--- config.mk ---
export PLATFORM = sky130hd
export DESIGN_NAME = mshift_top
export DESIGN_NICKNAME = d
export VERILOG_FILES = /design/src/rtl/mshift_pkg.sv /design/src/rtl/mshift_decode.sv /design/src/rtl/mshift_stage.sv /design/src/rtl/mshift_top.sv
export SDC_FILE = /design/constraint.sdc
export NUM_CORES = 1
export LEC_CHECK = 0
export ABC_CLOCK_PERIOD_IN_PS = 2200
export CAP_MARGIN = 20
export CORE_MARGIN = 2
export CORE_UTILIZATION = 41
export DETAILED_ROUTE_END_ITERATION = 6
export PLACE_DENSITY = 0.68
export SETUP_SLACK_MARGIN = 0.2
export SLEW_MARGIN = 20
export SYNTH_ARGS = -nofsm -noshare
export SYNTH_HDL_FRONTEND = slang
export SYNTH_SLANG_ARGS = --single-unit
--- constraint.sdc ---
create_clock -name vclk -period 2.2
set_clock_uncertainty 0.1 [all_clocks]
set_input_delay 0.22 -clock vclk [all_inputs]
set_output_delay 0.22 -clock vclk [all_outputs]
set_load 0.01 [all_outputs]
--- src/rtl/mshift_pkg.sv ---
package mshift_pkg;

    typedef enum logic [1:0] {
        MODE_ZERO = 2'b00,
        MODE_SIGN = 2'b01,
        MODE_ROT  = 2'b10,
        MODE_HOLD = 2'b11
    } mode_e;

    typedef enum logic [2:0] {
        OP_PASS,
        OP_SHL,
        OP_SHR,
        OP_SRA,
        OP_ROL,
        OP_ROR
    } op_e;

    typedef struct packed {
        op_e  op;
        logic fill;
    } stage_ctrl_t;

    function automatic op_e pick_op(input logic [1:0] mode, input logic right);
        op_e r;
        case (mode)
            MODE_ZERO: r = right ? OP_SHR : OP_SHL;
            MODE_SIGN: r = right ? OP_SRA : OP_SHL;
            MODE_ROT:  r = right ? OP_ROR : OP_ROL;
            default:   r = OP_PASS;
        endcase
        return r;
    endfunction

endpackage

--- src/rtl/mshift_decode.sv ---
module mshift_decode
    import mshift_pkg::*;
(
    input  logic [1:0]  mode,
    input  logic        dir_right,
    input  logic        msb,
    output stage_ctrl_t ctrl
);
    always_comb begin
        ctrl.op   = pick_op(mode, dir_right);
        ctrl.fill = (ctrl.op == OP_SRA) ? msb : 1'b0;
    end
endmodule

--- src/rtl/mshift_stage.sv ---
module mshift_stage
    import mshift_pkg::*;
#(
    parameter int W    = 8,
    parameter int DIST = 1
) (
    input  logic [W-1:0] w_in,
    input  logic         en,
    input  stage_ctrl_t  ctrl,
    output logic [W-1:0] w_out
);
    logic [W-1:0] moved;

    always_comb begin
        unique case (ctrl.op)
            OP_SHL:  moved = {w_in[W-1-DIST:0], {DIST{1'b0}}};
            OP_SHR:  moved = {{DIST{1'b0}}, w_in[W-1:DIST]};
            OP_SRA:  moved = {{DIST{ctrl.fill}}, w_in[W-1:DIST]};
            OP_ROL:  moved = {w_in[W-1-DIST:0], w_in[W-1:W-DIST]};
            OP_ROR:  moved = {w_in[DIST-1:0], w_in[W-1:DIST]};
            default: moved = w_in;
        endcase
        w_out = en ? moved : w_in;
    end
endmodule

--- src/rtl/mshift_top.sv ---
module mshift_top
    import mshift_pkg::*;
#(
    parameter int W  = 8,
    localparam int CW = $clog2(W)
) (
    input  logic [W-1:0]  din,
    input  logic [CW-1:0] shamt,
    input  logic          dir_right,
    input  logic [1:0]    mode,
    output logic [W-1:0]  dout
);
    stage_ctrl_t ctrl;
    logic [W-1:0] chain [CW+1];

    mshift_decode dec_i (
        .mode      (mode),
        .dir_right (dir_right),
        .msb       (din[W-1]),
        .ctrl      (ctrl)
    );

    assign chain[0] = din;

    for (genvar k = 0; k < CW; k++) begin : g_stage
        mshift_stage #(.W(W), .DIST(1 << k)) stage_i (
            .w_in  (chain[k]),
            .en    (shamt[k]),
            .ctrl  (ctrl),
            .w_out (chain[k+1])
        );
    end

    assign dout = chain[CW];
endmodule

==> results of run 1 <==
## cells in the mapped netlist, drive strengths merged, types with 2 or more instances
library cell | number | area (sq um)
buf | 8 | 51.3
o22ai | 4 | 25.0
nor2 | 12 | 45.0
nand2 | 12 | 45.0
nor3 | 5 | 25.0
a211oi | 3 | 27.5
o21ai | 6 | 30.0
mux2 | 5 | 60.1
a31oi | 2 | 12.5
a21boi | 3 | 33.8
mux2i | 10 | 100
a21oi | 7 | 35.0
a221oi | 3 | 26.3
o32ai | 3 | 26.3
mux4 | 2 | 48.8
and2 | 3 | 18.8
inv | 4 | 15.0
nand3 | 2 | 10.0
## what timing repair did
item / CTS / global route
setup buffers: 8 / 1
pin swaps: 13 / 11
endpoints found under the setup margin: 8 / 8
resized for setup: 82 / 26
cloned: 1 / 0
## cells in the final DEF (no fill, tap or decap), drive strengths merged
| master | instances |
|---|---|
| buf | 54 |
| nand2 | 12 |
| nor2 | 12 |
| mux2i | 10 |
| dlygate4sd2 | 8 |
| a21oi | 7 |
| o21ai | 6 |
| nor3 | 5 |
| mux2 | 5 |
| inv | 4 |
| o22ai | 4 |
| a21boi | 4 |
| a211oi | 3 |
| and2 | 3 |
| a221oi | 3 |
| o32ai | 3 |
| nand3 | 2 |
| a31oi | 2 |
| mux4 | 2 |
| clkbuf | 2 |
| a21o | 1 |
| o311ai | 1 |
| nor2b | 1 |
| o21bai | 1 |
| a222oi | 1 |
| nor4 | 1 |
| or3 | 1 |
| o221ai | 1 |
| a2111o | 1 |
| a22oi | 1 |
| o211ai | 1 |
| a2bb2oi | 1 |
| clkdlybuf4s50 | 1 |
| clkdlybuf4s15 | 1 |
## metal layers
metal	routed length [microns]	part of all wire [%]	vias up
met4	206	5.5	0
li1	-	-	537
met3	309	8.2	24
met5	0	0	-
met1	1420	38	580
met2	1830	49	106
## cell type report
class	count	area share [%]
tap	25	2.27
timing repair buffer	66	38.6
multi-input combinational	95	58.1
inverter	4	1.09
## worst max-delay path: stages
cell,delay [ns]
buf_6,0.10
a21boi_4,0.15
buf_6,0.13
buf_4,0.13
a21oi_1,0.31
a221oi_2,0.12
a222oi_1,0.37
buf_2,0.21
## logic make-up after synthesis
| family | after synthesis | synth area share (%) |
|---|---|---|
| AO/OA/AOI/OAI | 40 | 40.2 |
| AND/OR/NAND/NOR | 37 | 22.2 |
| buffers and inverters | 12 | 9.06 |
| multiplexers | 17 | 28.5 |
## per-stage QoR
| step | power, mW | std cells | instance area [sq um] | setup slack [ns] |
|---|---|---|---|---|
| after floorplan | 0.148 | 106 | 732 | 0.351 |
| after global placement | 0.295 | 180 | 1190 | -0.643 |
| after detailed placement | 0.302 | 180 | 1190 | -0.671 |
| after CTS | 0.323 | 189 | 1310 | 0.157 |
| after global routing | 0.377 | 190 | 1380 | 0.0785 |
| final | 0.362 | 190 | 1380 | 0.133 |
## power breakdown
part,internal [mW],switching [mW]
clock network,0,0
logic,0.178,0.184
registers,0,0
total,0.178,0.184
## worst min-delay path by stage
stage	startpoint	to	slack (ns)
after floorplan	din[7]	dout[5]	0.53
after global placement	shamt[2]	dout[5]	1.57
after detailed placement	shamt[2]	dout[5]	1.58
after CTS	mode[0]	dout[5]	0.98
after global routing	mode[0]	dout[4]	0.95
final	mode[0]	dout[4]	0.93
==> metrics.txt, run 1 <==
# TYPE chip_impl_metric gauge
chip_impl_metric{name="finalSetupViolations",unit=""} 0
chip_impl_metric{name="timing.critical_path.required",unit="ns"} 1.88
chip_impl_metric{name="fmax",unit="MHz"} 484
chip_impl_metric{name="fin_nets",unit=""} 181
chip_impl_metric{name="diodes",unit=""} 0
chip_impl_metric{name="route.detailed.wl_per_inst",unit="microns"} 19.8
chip_impl_metric{name="first_pass_detailed_route_iteration_total",unit=""} 5
chip_impl_metric{name="grt-ovfl-total",unit=""} 0
chip_impl_info{name="worstHoldPathType",value="in2out"} 1
chip_impl_metric{name="timing.final.crit_share",unit="%"} 94.0
chip_impl_metric{name="fin_setup_tns",unit="ns"} 0
chip_impl_metric{name="wire_length_of_the_first_global_routing_pass",unit="microns"} 5130
chip_impl_metric{name="synth_cells",unit=""} 106
chip_impl_metric{name="crit_fanout",unit=""} 3
chip_impl_metric{name="drive_gt1_share",unit="%"} 53.9
chip_impl_metric{name="worst_slew_margin_rel",unit="%"} 75.2
chip_impl_info{name="run_status",value="finished clean"} 1
chip_impl_metric{name="die_w",unit="microns"} 46.3
chip_impl_metric{name="die_h",unit="microns"} 46.3
chip_impl_metric{name="place.gp.congestion",unit=""} 0.884
chip_impl_metric{name="static-leakage-power",unit="nW"} 0.616
chip_impl_metric{name="initial_utilization",unit="%"} 42.9
chip_impl_info{name="gr-max-usage-layer",value="met2"} 1
chip_impl_metric{name="core_region_area",unit="sq um"} 1710
chip_impl_metric{name="final_hold_viol_count",unit=""} 0
chip_impl_metric{name="globalRouteMet1Util",unit="%"} 41.9
chip_impl_metric{name="syn-num-nets",unit=""} 120
chip_impl_metric{name="routed_wirelength",unit="microns"} 3770
chip_impl_metric{name="yosysWarningCount",unit=""} 0
chip_impl_metric{name="num-clock-buffers",unit=""} 0
chip_impl_metric{name="synth_sequential_area_ratio",unit="%"} 0
chip_impl_metric{name="tightest_slew",unit="ns"} 0.372
chip_impl_metric{name="antenna_found_initial",unit=""} 0
chip_impl_metric{name="n_sequential_cell",unit=""} 0
chip_impl_metric{name="worst_hold_margin",unit="ns"} 0.932
chip_impl_info{name="setup.worst_path.start_class",value="primary input"} 1
chip_impl_metric{name="numPortBuffers",unit=""} 22
chip_impl_metric{name="drv_slew",unit=""} 0
chip_impl_metric{name="place.detailed.hpwl",unit="microns"} 2370
chip_impl_info{name="path_class",value="in2out"} 1
chip_impl_metric{name="drtIter0Drc",unit=""} 93
chip_impl_metric{name="vias",unit=""} 1247
chip_impl_metric{name="synth.distinct_cells",unit=""} 36
chip_impl_metric{name="timing.final.crit_period",unit="ns"} 2.07
chip_impl_metric{name="grt_max_degree",unit=""} 13
chip_impl_info{name="setup.worst_path.end",value="dout[6]"} 1
chip_impl_metric{name="cells_on_worst_hold_path",unit=""} 5
chip_impl_metric{name="met2_usage",unit="%"} 58.1
chip_impl_metric{name="synth_area",unit="sq um"} 732
chip_impl_metric{name="worst_ep_arrival_time",unit="ns"} 1.75
chip_impl_metric{name="layout.filler_cells",unit=""} 103
chip_impl_metric{name="postRouteAntennaNets",unit=""} 0
chip_impl_metric{name="grt.total_usage",unit="%"} 32.8
chip_impl_metric{name="irDropWorstVdd",unit="mV"} 0.165
chip_impl_metric{name="floorplan.rows",unit=""} 15
chip_impl_metric{name="layout.area.seq",unit="sq um"} 0
chip_impl_info{name="unrepaired_setup_endpoints_after_global_routing",value="yes"} 1
chip_impl_metric{name="grtUsageMet3",unit="%"} 1.57
chip_impl_metric{name="multi_input_area",unit="sq um"} 801
chip_impl_metric{name="postCtsHoldBufs",unit=""} 0
chip_impl_metric{name="total_power_divided_by_cell_area",unit="nW/um^2"} 263
chip_impl_info{name="crit_path_end_kind",value="output pin"} 1
chip_impl_metric{name="area_growth_syn_to_layout",unit="%"} 88.4
chip_impl_metric{name="synth.avg_cell_area",unit="sq um"} 6.91
chip_impl_info{name="worst_setup_path_startpoint",value="shamt[0]"} 1
chip_impl_metric{name="postLayoutCoreUtil",unit="%"} 80.7
chip_impl_metric{name="drc_errors",unit=""} 0
chip_impl_metric{name="first_global_vias",unit=""} 1104
chip_impl_metric{name="design.portCount",unit=""} 22
chip_impl_metric{name="average_vias_per_placed_instance",unit=""} 6.56
chip_impl_metric{name="floorplan.die_area",unit="sq um"} 2140
chip_impl_metric{name="maxCapViolations",unit=""} 0
(Power assumes the default switching activity.)
==> run 2, diff against run 1 <==
ABC_CLOCK_PERIOD_IN_PS = 1770   (was 2200)
GPL_ROUTABILITY_DRIVEN = 1   (was not set)
PLACE_DENSITY = 0.71   (was 0.68)
SKIP_LAST_GASP = 1   (was not set)
clock period = 1.77 ns   (was 2.2 ns; I/O delays follow)
==> metrics.txt, run 2 (synthesized netlist as in run 1, its figures left out) <==
# TYPE chip_impl_metric gauge
chip_impl_metric{name="layout.filler_cells",unit=""} 55
chip_impl_metric{name="core_region_area",unit="sq um"} 1710
chip_impl_metric{name="design.portCount",unit=""} 22
chip_impl_metric{name="timing.critical_path.required",unit="ns"} 1.49
chip_impl_info{name="path_class",value="in2out"} 1
chip_impl_metric{name="worst_ep_arrival_time",unit="ns"} 1.85
chip_impl_metric{name="drtIter0Drc",unit=""} 177
chip_impl_metric{name="n_sequential_cell",unit=""} 0
chip_impl_metric{name="fin_nets",unit=""} 195
chip_impl_metric{name="die_w",unit="microns"} 46.3
chip_impl_metric{name="irDropWorstVdd",unit="mV"} 0.217
chip_impl_metric{name="average_vias_per_placed_instance",unit=""} 7.06
chip_impl_info{name="violations",value="negative setup slack"} 1
chip_impl_info{name="run_status",value="finished, violations left"} 1
chip_impl_metric{name="antenna_found_initial",unit=""} 0
chip_impl_metric{name="tightest_slew",unit="ns"} 0.431
chip_impl_metric{name="grt-ovfl-total",unit=""} 0
chip_impl_info{name="most_common_cell_after_layout_fill_and_taps_aside",value="buf_4"} 1
chip_impl_metric{name="placedCellCount",unit=""} 189
chip_impl_metric{name="crit_fanout",unit=""} 7
chip_impl_metric{name="final_hold_viol_count",unit=""} 0
chip_impl_info{name="unrepaired_setup_endpoints_after_global_routing",value="yes"} 1
chip_impl_metric{name="place.detailed.hpwl",unit="microns"} 2470
chip_impl_metric{name="diodes",unit=""} 0
chip_impl_metric{name="routed_wirelength",unit="microns"} 5160
chip_impl_info{name="crit_path_end_kind",value="output pin"} 1
chip_impl_info{name="final_cell_mix",value="48 x buf_4, 12 x nand2_1, 10 x nor2_1, 10 x buf_6, 9 x buf_2"} 1
chip_impl_metric{name="place.gp.congestion",unit=""} 0.892
chip_impl_metric{name="placed_area",unit="sq um"} 1280
chip_impl_info{name="setup.worst_path.start_class",value="primary input"} 1
chip_impl_metric{name="grt.total_usage",unit="%"} 43.9
chip_impl_metric{name="finish.cell_count_without_fillers",unit=""} 204
chip_impl_metric{name="route.detailed.wl_per_inst",unit="microns"} 25.3
chip_impl_metric{name="worst_slew_margin_rel",unit="%"} 70.5
chip_impl_metric{name="static-leakage-power",unit="nW"} 0.719
chip_impl_metric{name="num-clock-buffers",unit=""} 0
chip_impl_metric{name="timing.final.crit_share",unit="%"} 120
chip_impl_metric{name="fmax",unit="MHz"} 471
chip_impl_metric{name="first_global_vias",unit=""} 1206
chip_impl_metric{name="grt_max_degree",unit=""} 11
chip_impl_metric{name="pre_cts_slack",unit="ns"} -1.08
chip_impl_metric{name="floorplan.die_area",unit="sq um"} 2140
chip_impl_metric{name="area_growth_syn_to_layout",unit="%"} 119
chip_impl_metric{name="postRouteAntennaNets",unit=""} 0
chip_impl_metric{name="wire_length_of_the_first_global_routing_pass",unit="microns"} 6570
chip_impl_metric{name="layout_setup_ws",unit="ns"} -0.354
chip_impl_metric{name="maxCapViolations",unit=""} 0
chip_impl_metric{name="drv_slew",unit=""} 0
chip_impl_metric{name="drive_gt1_share",unit="%"} 62.0
chip_impl_metric{name="layout.area.seq",unit="sq um"} 0
chip_impl_metric{name="floorplan.rows",unit=""} 15
chip_impl_metric{name="numPortBuffers",unit=""} 22
chip_impl_metric{name="die_h",unit="microns"} 46.3
chip_impl_metric{name="first_pass_detailed_route_iteration_total",unit=""} 5
chip_impl_metric{name="postLayoutCellArea",unit="sq um"} 1600
chip_impl_info{name="worstHoldPathType",value="in2out"} 1
chip_impl_metric{name="drc_errors",unit=""} 0
chip_impl_metric{name="postCtsHoldBufs",unit=""} 0
chip_impl_metric{name="finalSetupViolations",unit=""} 8
chip_impl_metric{name="initial_utilization",unit="%"} 42.9
chip_impl_metric{name="timing.final.crit_period",unit="ns"} 2.12
chip_impl_metric{name="postLayoutCoreUtil",unit="%"} 93.8
chip_impl_metric{name="vias",unit=""} 1440
chip_impl_metric{name="total_power_divided_by_cell_area",unit="nW/um^2"} 349
chip_impl_metric{name="multi_input_area",unit="sq um"} 871
run 2: cell type report:
type | count | area share [%]
Multi-Input combinational cell | 94 | 54.4
Timing Repair Buffer | 81 | 42.7
Tap cell | 25 | 1.95
Inverter | 4 | 0.937
run 2: metrics by stage:
stage	power, mW	TNS [ns]	hold WS, ns
after floorplan	0.200	0	0.435
after global placement	0.399	-7.57	1.48
after detailed placement	0.407	-7.73	1.49
after CTS	0.482	-0.578	0.803
after global routing	0.567	-1.82	0.830
final	0.559	-1.91	0.824
run 2: worst max-delay path, stage by stage:
cell and delay [ns]:
buf_6 0.08, buf_4 0.16, mux2i_1 0.43, nor3_1 0.14, o32ai_1 0.48, a222oi_1 0.20
buf_2 0.18
run 2: worst paths after layout:
kind	from	end	slack, ns	depth (start not counted)
worst max-delay path	shamt[0]	dout[6]	-0.35	7
worst min-delay path	mode[0]	dout[6]	0.82	5
run 2: power breakdown:
part | internal [mW] | leakage (nW) | switching (mW) | total [mW]
logic | 0.272 | 0.719 | 0.287 | 0.559
clock network | 0 | 0 | 0 | 0
registers | 0 | 0 | 0 | 0
run 2: repair_timing:
| action | in CTS | in global routing |
|---|---|---|
| gates resized for setup | 119 | 7 |
| endpoints found under the setup margin | 8 | 8 |
| setup buffers | 13 | 2 |
| pin swaps | 19 | 7 |
run 2: routing by layer:
metal / wire length, microns / GRT usage [%] / part of all wire, % / vias to the layer above
li1: - / - / - / 562
met1: 1810 / 60.7 / 35 / 642
met2: 2130 / 66.7 / 41 / 170
met3: 727 / 6.27 / 14 / 66
met4: 498 / 19.4 / 9.6 / 0
met5: 0 / 0 / 0 / -
==> run 3, diff against run 2 <==
GPL_ROUTABILITY_DRIVEN = 0   (was 1)
==> metrics.txt, run 3 <==
# TYPE chip_impl_metric gauge
chip_impl_info{name="run_status",value="did not finish"} 1
chip_impl_info{name="last-stage-reached",value="global routing"} 1
chip_impl_info{name="error_line",value="[ERROR DPL-0033] detailed placement checks failed during check placement."} 1
chip_impl_metric{name="synth.distinct_cells",unit=""} 36
chip_impl_info{name="synth.top_cells.by_count",value="12 x nand2_1, 12 x nor2_1, 10 x mux2i_1"} 1
chip_impl_info{name="synthTopCellsByArea",value="mux2i_1 14%, mux2_2 6.2%, nand2_1 6.2%"} 1
chip_impl_metric{name="grt_max_degree",unit=""} 13
chip_impl_metric{name="synth_sequential_area_ratio",unit="%"} 0
chip_impl_info{name="synth_area_leader_cell",value="mux2i_1"} 1
chip_impl_info{name="timing.worst_endpoint.kind",value="top-level output"} 1
chip_impl_metric{name="synth.avg_cell_area",unit="sq um"} 6.91
chip_impl_metric{name="synth_adder_area_share",unit="%"} 0
chip_impl_metric{name="die_w",unit="microns"} 46.3
chip_impl_metric{name="place.detailed.hpwl",unit="microns"} 2460
chip_impl_metric{name="placed_area",unit="sq um"} 1270
chip_impl_metric{name="fraction_of_the_mapped_netlist_area_in_compound_gates",unit="%"} 40.2
chip_impl_metric{name="yosysWarningCount",unit=""} 0
chip_impl_metric{name="antenna_found_initial",unit=""} 0
chip_impl_metric{name="placedCellCount",unit=""} 187
chip_impl_metric{name="design.portCount",unit=""} 22
chip_impl_metric{name="xor_and_xnor_area_share_after_synthesis",unit="%"} 0
chip_impl_metric{name="initial_utilization",unit="%"} 42.9
chip_impl_metric{name="numPortBuffers",unit=""} 22
chip_impl_metric{name="syn-num-nets",unit=""} 120
chip_impl_metric{name="synthMuxAreaShare",unit="%"} 28.5
chip_impl_metric{name="floorplan.rows",unit=""} 15
chip_impl_metric{name="synth_cells",unit=""} 106
chip_impl_metric{name="synth_area",unit="sq um"} 732
chip_impl_metric{name="yosys.area_share.simple",unit="%"} 22.2
chip_impl_metric{name="die_h",unit="microns"} 46.3
chip_impl_metric{name="postCtsHoldBufs",unit=""} 0
chip_impl_info{name="synth_top_family_by_area",value="compound AO/OA/AOI/OAI gates"} 1
chip_impl_metric{name="yosysTopAreaCellShare",unit="%"} 13.7
chip_impl_info{name="grt_repair_worst_endpoint",value="dout[6]"} 1
==> run 3: what timing repair did <==
action                                 in CTS
setup endpoints to repair                   8
resized for setup                         111
pin swaps                                  21
endpoints found under the hold margin       0
setup buffers                              14
gates cloned                                1
==> run 3: cell families after synthesis <==
family | count (synthesis)
buf+inv | 12
compound gates | 40
mux | 17
simple gates | 37
==> run 3: through the flow <==
stage / worst slack (ns) / setup TNS (ns) / util, %
after floorplan: 0.0909 / 0 / -
after detailed placement: -1.05 / -8.05 / 74.4
after global placement: -1.00 / -7.67 / 74.4
after CTS: -0.114 / -0.459 / 90.9
==> run 4, diff against run 3 <==
ABC_CLOCK_PERIOD_IN_PS = 2300   (was 1770)
CORE_AREA = 2 2 63 65   (was not set)
CORE_MARGIN = not set   (was 2)
CORE_UTILIZATION = not set   (was 41)
DIE_AREA = 0 0 65 67   (was not set)
PLACE_DENSITY = not set   (was 0.71)
PLACE_DENSITY_LB_ADDON = 0.15   (was not set)
SETUP_SLACK_MARGIN = not set   (was 0.2)
clock period = 2.3 ns   (was 1.77 ns; I/O delays follow)
==> metrics.txt, run 4 (synthesized netlist as in run 1, its figures left out) <==
# TYPE chip_impl_metric gauge
chip_impl_info{name="run_status",value="finished clean"} 1
chip_impl_metric{name="final_hold_viol_count",unit=""} 0
chip_impl_info{name="final_cell_mix",value="40 x buf_4, 11 x nand2_1, 10 x nor2_1"} 1
chip_impl_info{name="critical-path-slowest-cell",value="clkdlybuf4s50_1"} 1
chip_impl_metric{name="first_pass_detailed_route_iteration_total",unit=""} 4
chip_impl_metric{name="num-clock-buffers",unit=""} 0
chip_impl_metric{name="antenna_found_initial",unit=""} 0
chip_impl_metric{name="drv_slew",unit=""} 0
chip_impl_info{name="path_class",value="in2out"} 1
chip_impl_metric{name="numPortBuffers",unit=""} 22
chip_impl_info{name="cell_class_contributing_the_biggest_share_of_worst_path_delay",value="buffers and inverters"} 1
chip_impl_metric{name="grt.total_usage",unit="%"} 15.7
chip_impl_metric{name="first_global_vias",unit=""} 1154
chip_impl_metric{name="finalSetupViolations",unit=""} 0
chip_impl_info{name="worstHoldPathType",value="in2out"} 1
chip_impl_metric{name="place.detailed.hpwl",unit="microns"} 2500
chip_impl_metric{name="timing.critical_path.required",unit="ns"} 1.97
chip_impl_metric{name="postLayoutCellArea",unit="sq um"} 1480
chip_impl_metric{name="crit_fanout",unit=""} 7
chip_impl_metric{name="die_h",unit="microns"} 67
chip_impl_info{name="setup.worst_path.start_class",value="primary input"} 1
chip_impl_metric{name="worst_slew_margin_rel",unit="%"} 70.4
chip_impl_metric{name="timing.final.crit_share",unit="%"} 96.0
chip_impl_metric{name="fmax",unit="MHz"} 453
chip_impl_metric{name="floorplan.die_area",unit="sq um"} 4360
chip_impl_info{name="crit_path_cell_trace",value="clkdlybuf4s50_1, mux2i_1, a21oi_1, a221oi_1, a222oi_1, buf_2"} 1
chip_impl_metric{name="postRouteAntennaNets",unit=""} 0
chip_impl_metric{name="routed_wirelength",unit="microns"} 3380
chip_impl_metric{name="wire_length_of_the_first_global_routing_pass",unit="microns"} 5400
chip_impl_metric{name="n_sequential_cell",unit=""} 0
chip_impl_metric{name="placed_area",unit="sq um"} 1220
chip_impl_metric{name="worst_hold_margin",unit="ns"} 1.00
chip_impl_metric{name="drc_errors",unit=""} 0
chip_impl_metric{name="area_growth_syn_to_layout",unit="%"} 102
chip_impl_metric{name="diodes",unit=""} 0
chip_impl_metric{name="vias",unit=""} 1115
chip_impl_info{name="unrepaired_setup_endpoints_after_global_routing",value="no"} 1
chip_impl_metric{name="worst_ep_arrival_time",unit="ns"} 1.88
chip_impl_metric{name="static-leakage-power",unit="nW"} 0.668
chip_impl_metric{name="irDropWorstVdd",unit="mV"} 0.0879
chip_impl_info{name="worst_setup_path_startpoint",value="din[1]"} 1
chip_impl_metric{name="die_w",unit="microns"} 65
chip_impl_metric{name="critPathBufInv",unit=""} 2
chip_impl_metric{name="timing.final.crit_period",unit="ns"} 2.21
chip_impl_metric{name="layout.area.seq",unit="sq um"} 0
chip_impl_metric{name="maxCapViolations",unit=""} 0
chip_impl_metric{name="grt-ovfl-total",unit=""} 0
chip_impl_metric{name="grt_max_degree",unit=""} 12
chip_impl_metric{name="tightest_slew",unit="ns"} 0.440
chip_impl_metric{name="route.detailed.wl_per_inst",unit="microns"} 15.7
chip_impl_metric{name="floorplan.rows",unit=""} 22
chip_impl_info{name="most_common_cell_after_layout_fill_and_taps_aside",value="buf_4"} 1
chip_impl_metric{name="fin_nets",unit=""} 184
chip_impl_metric{name="initial_utilization",unit="%"} 20.3
chip_impl_metric{name="core_region_area",unit="sq um"} 3610
chip_impl_metric{name="worst-path-stages",unit=""} 6
chip_impl_info{name="setup.worst_path.end",value="dout[6]"} 1
chip_impl_metric{name="design.portCount",unit=""} 22
chip_impl_metric{name="total_power_divided_by_cell_area",unit="nW/um^2"} 240
chip_impl_metric{name="drive_gt1_share",unit="%"} 52.4
chip_impl_metric{name="crit_path_max_incr_delay",unit="ns"} 0.64
chip_impl_metric{name="average_vias_per_placed_instance",unit=""} 5.16
chip_impl_metric{name="drtIter0Drc",unit=""} 26
chip_impl_info{name="crit_path_end_kind",value="output pin"} 1
==> run 4: worst min path at each step <==
stage | cells after the start | endpoint | slack [ns] | startpoint
2_1_floorplan | 2 | dout[5] | 0.55 | din[7]
3_3_place_gp | 4 | dout[3] | 1.58 | shamt[2]
3_5_place_dp | 4 | dout[3] | 1.58 | shamt[2]
4_1_cts | 6 | dout[6] | 1.21 | shamt[0]
5_1_grt | 5 | dout[5] | 1.04 | din[7]
6_report | 5 | dout[5] | 1.00 | din[7]
==> run 4: routing by layer <==
metal / track usage, % / wire length (microns)
met5: 0 / 0
met3: 0.845 / 117
met1: 19.4 / 1500
met2: 30.4 / 1730
met4: 2.13 / 34
==> run 4: cell type report <==
cell class         count  area (sq um)
multi-input cells     94           803
inverters              4          15.0
repair buffers        70           598
fillers              387          2130
well taps             48          60.1
==> run 4: where the power goes <==
group | leakage (nW) | internal [mW] | total (mW) | switching (mW)
clock | 0 | 0 | 0 | 0
combinational | 0.668 | 0.186 | 0.354 | 0.168
sequential | 0 | 0 | 0 | 0
total | 0.668 | 0.186 | 0.354 | 0.168
==> run 4: tightest hold or removal path, delay by kind of cell <==
kind,cells,cell delay [ns]
AOI/OAI and AO/OA,2,0.23
buffers and inverters,3,0.41
==> run 4: timing repair <==
| action | 4_1_cts | 5_1_grt |
|---|---|---|
| pin swaps | 9 | 5 |
| gates resized for setup | 55 | 26 |
| hold buffers | 0 | 0 |
| buffers inserted | 9 | 3 |
| gates cloned | 2 | 0 |
| endpoints found under the setup margin | 8 | 7 |
==> run 4: through the flow <==
step                total power [mW]  setup slack [ns]  instances  setup TNS (ns)  util (%)
finish                         0.354            0.0922        216               0      40.9
global route                   0.379            0.0253        216               0      40.9
CTS                            0.334           -0.0184        214         -0.0368      38.7
detailed placement             0.294            -0.667        203           -4.54      33.9
global placement               0.296            -0.615        203           -4.23      33.9
floorplan                      0.142             0.431        106               0         -
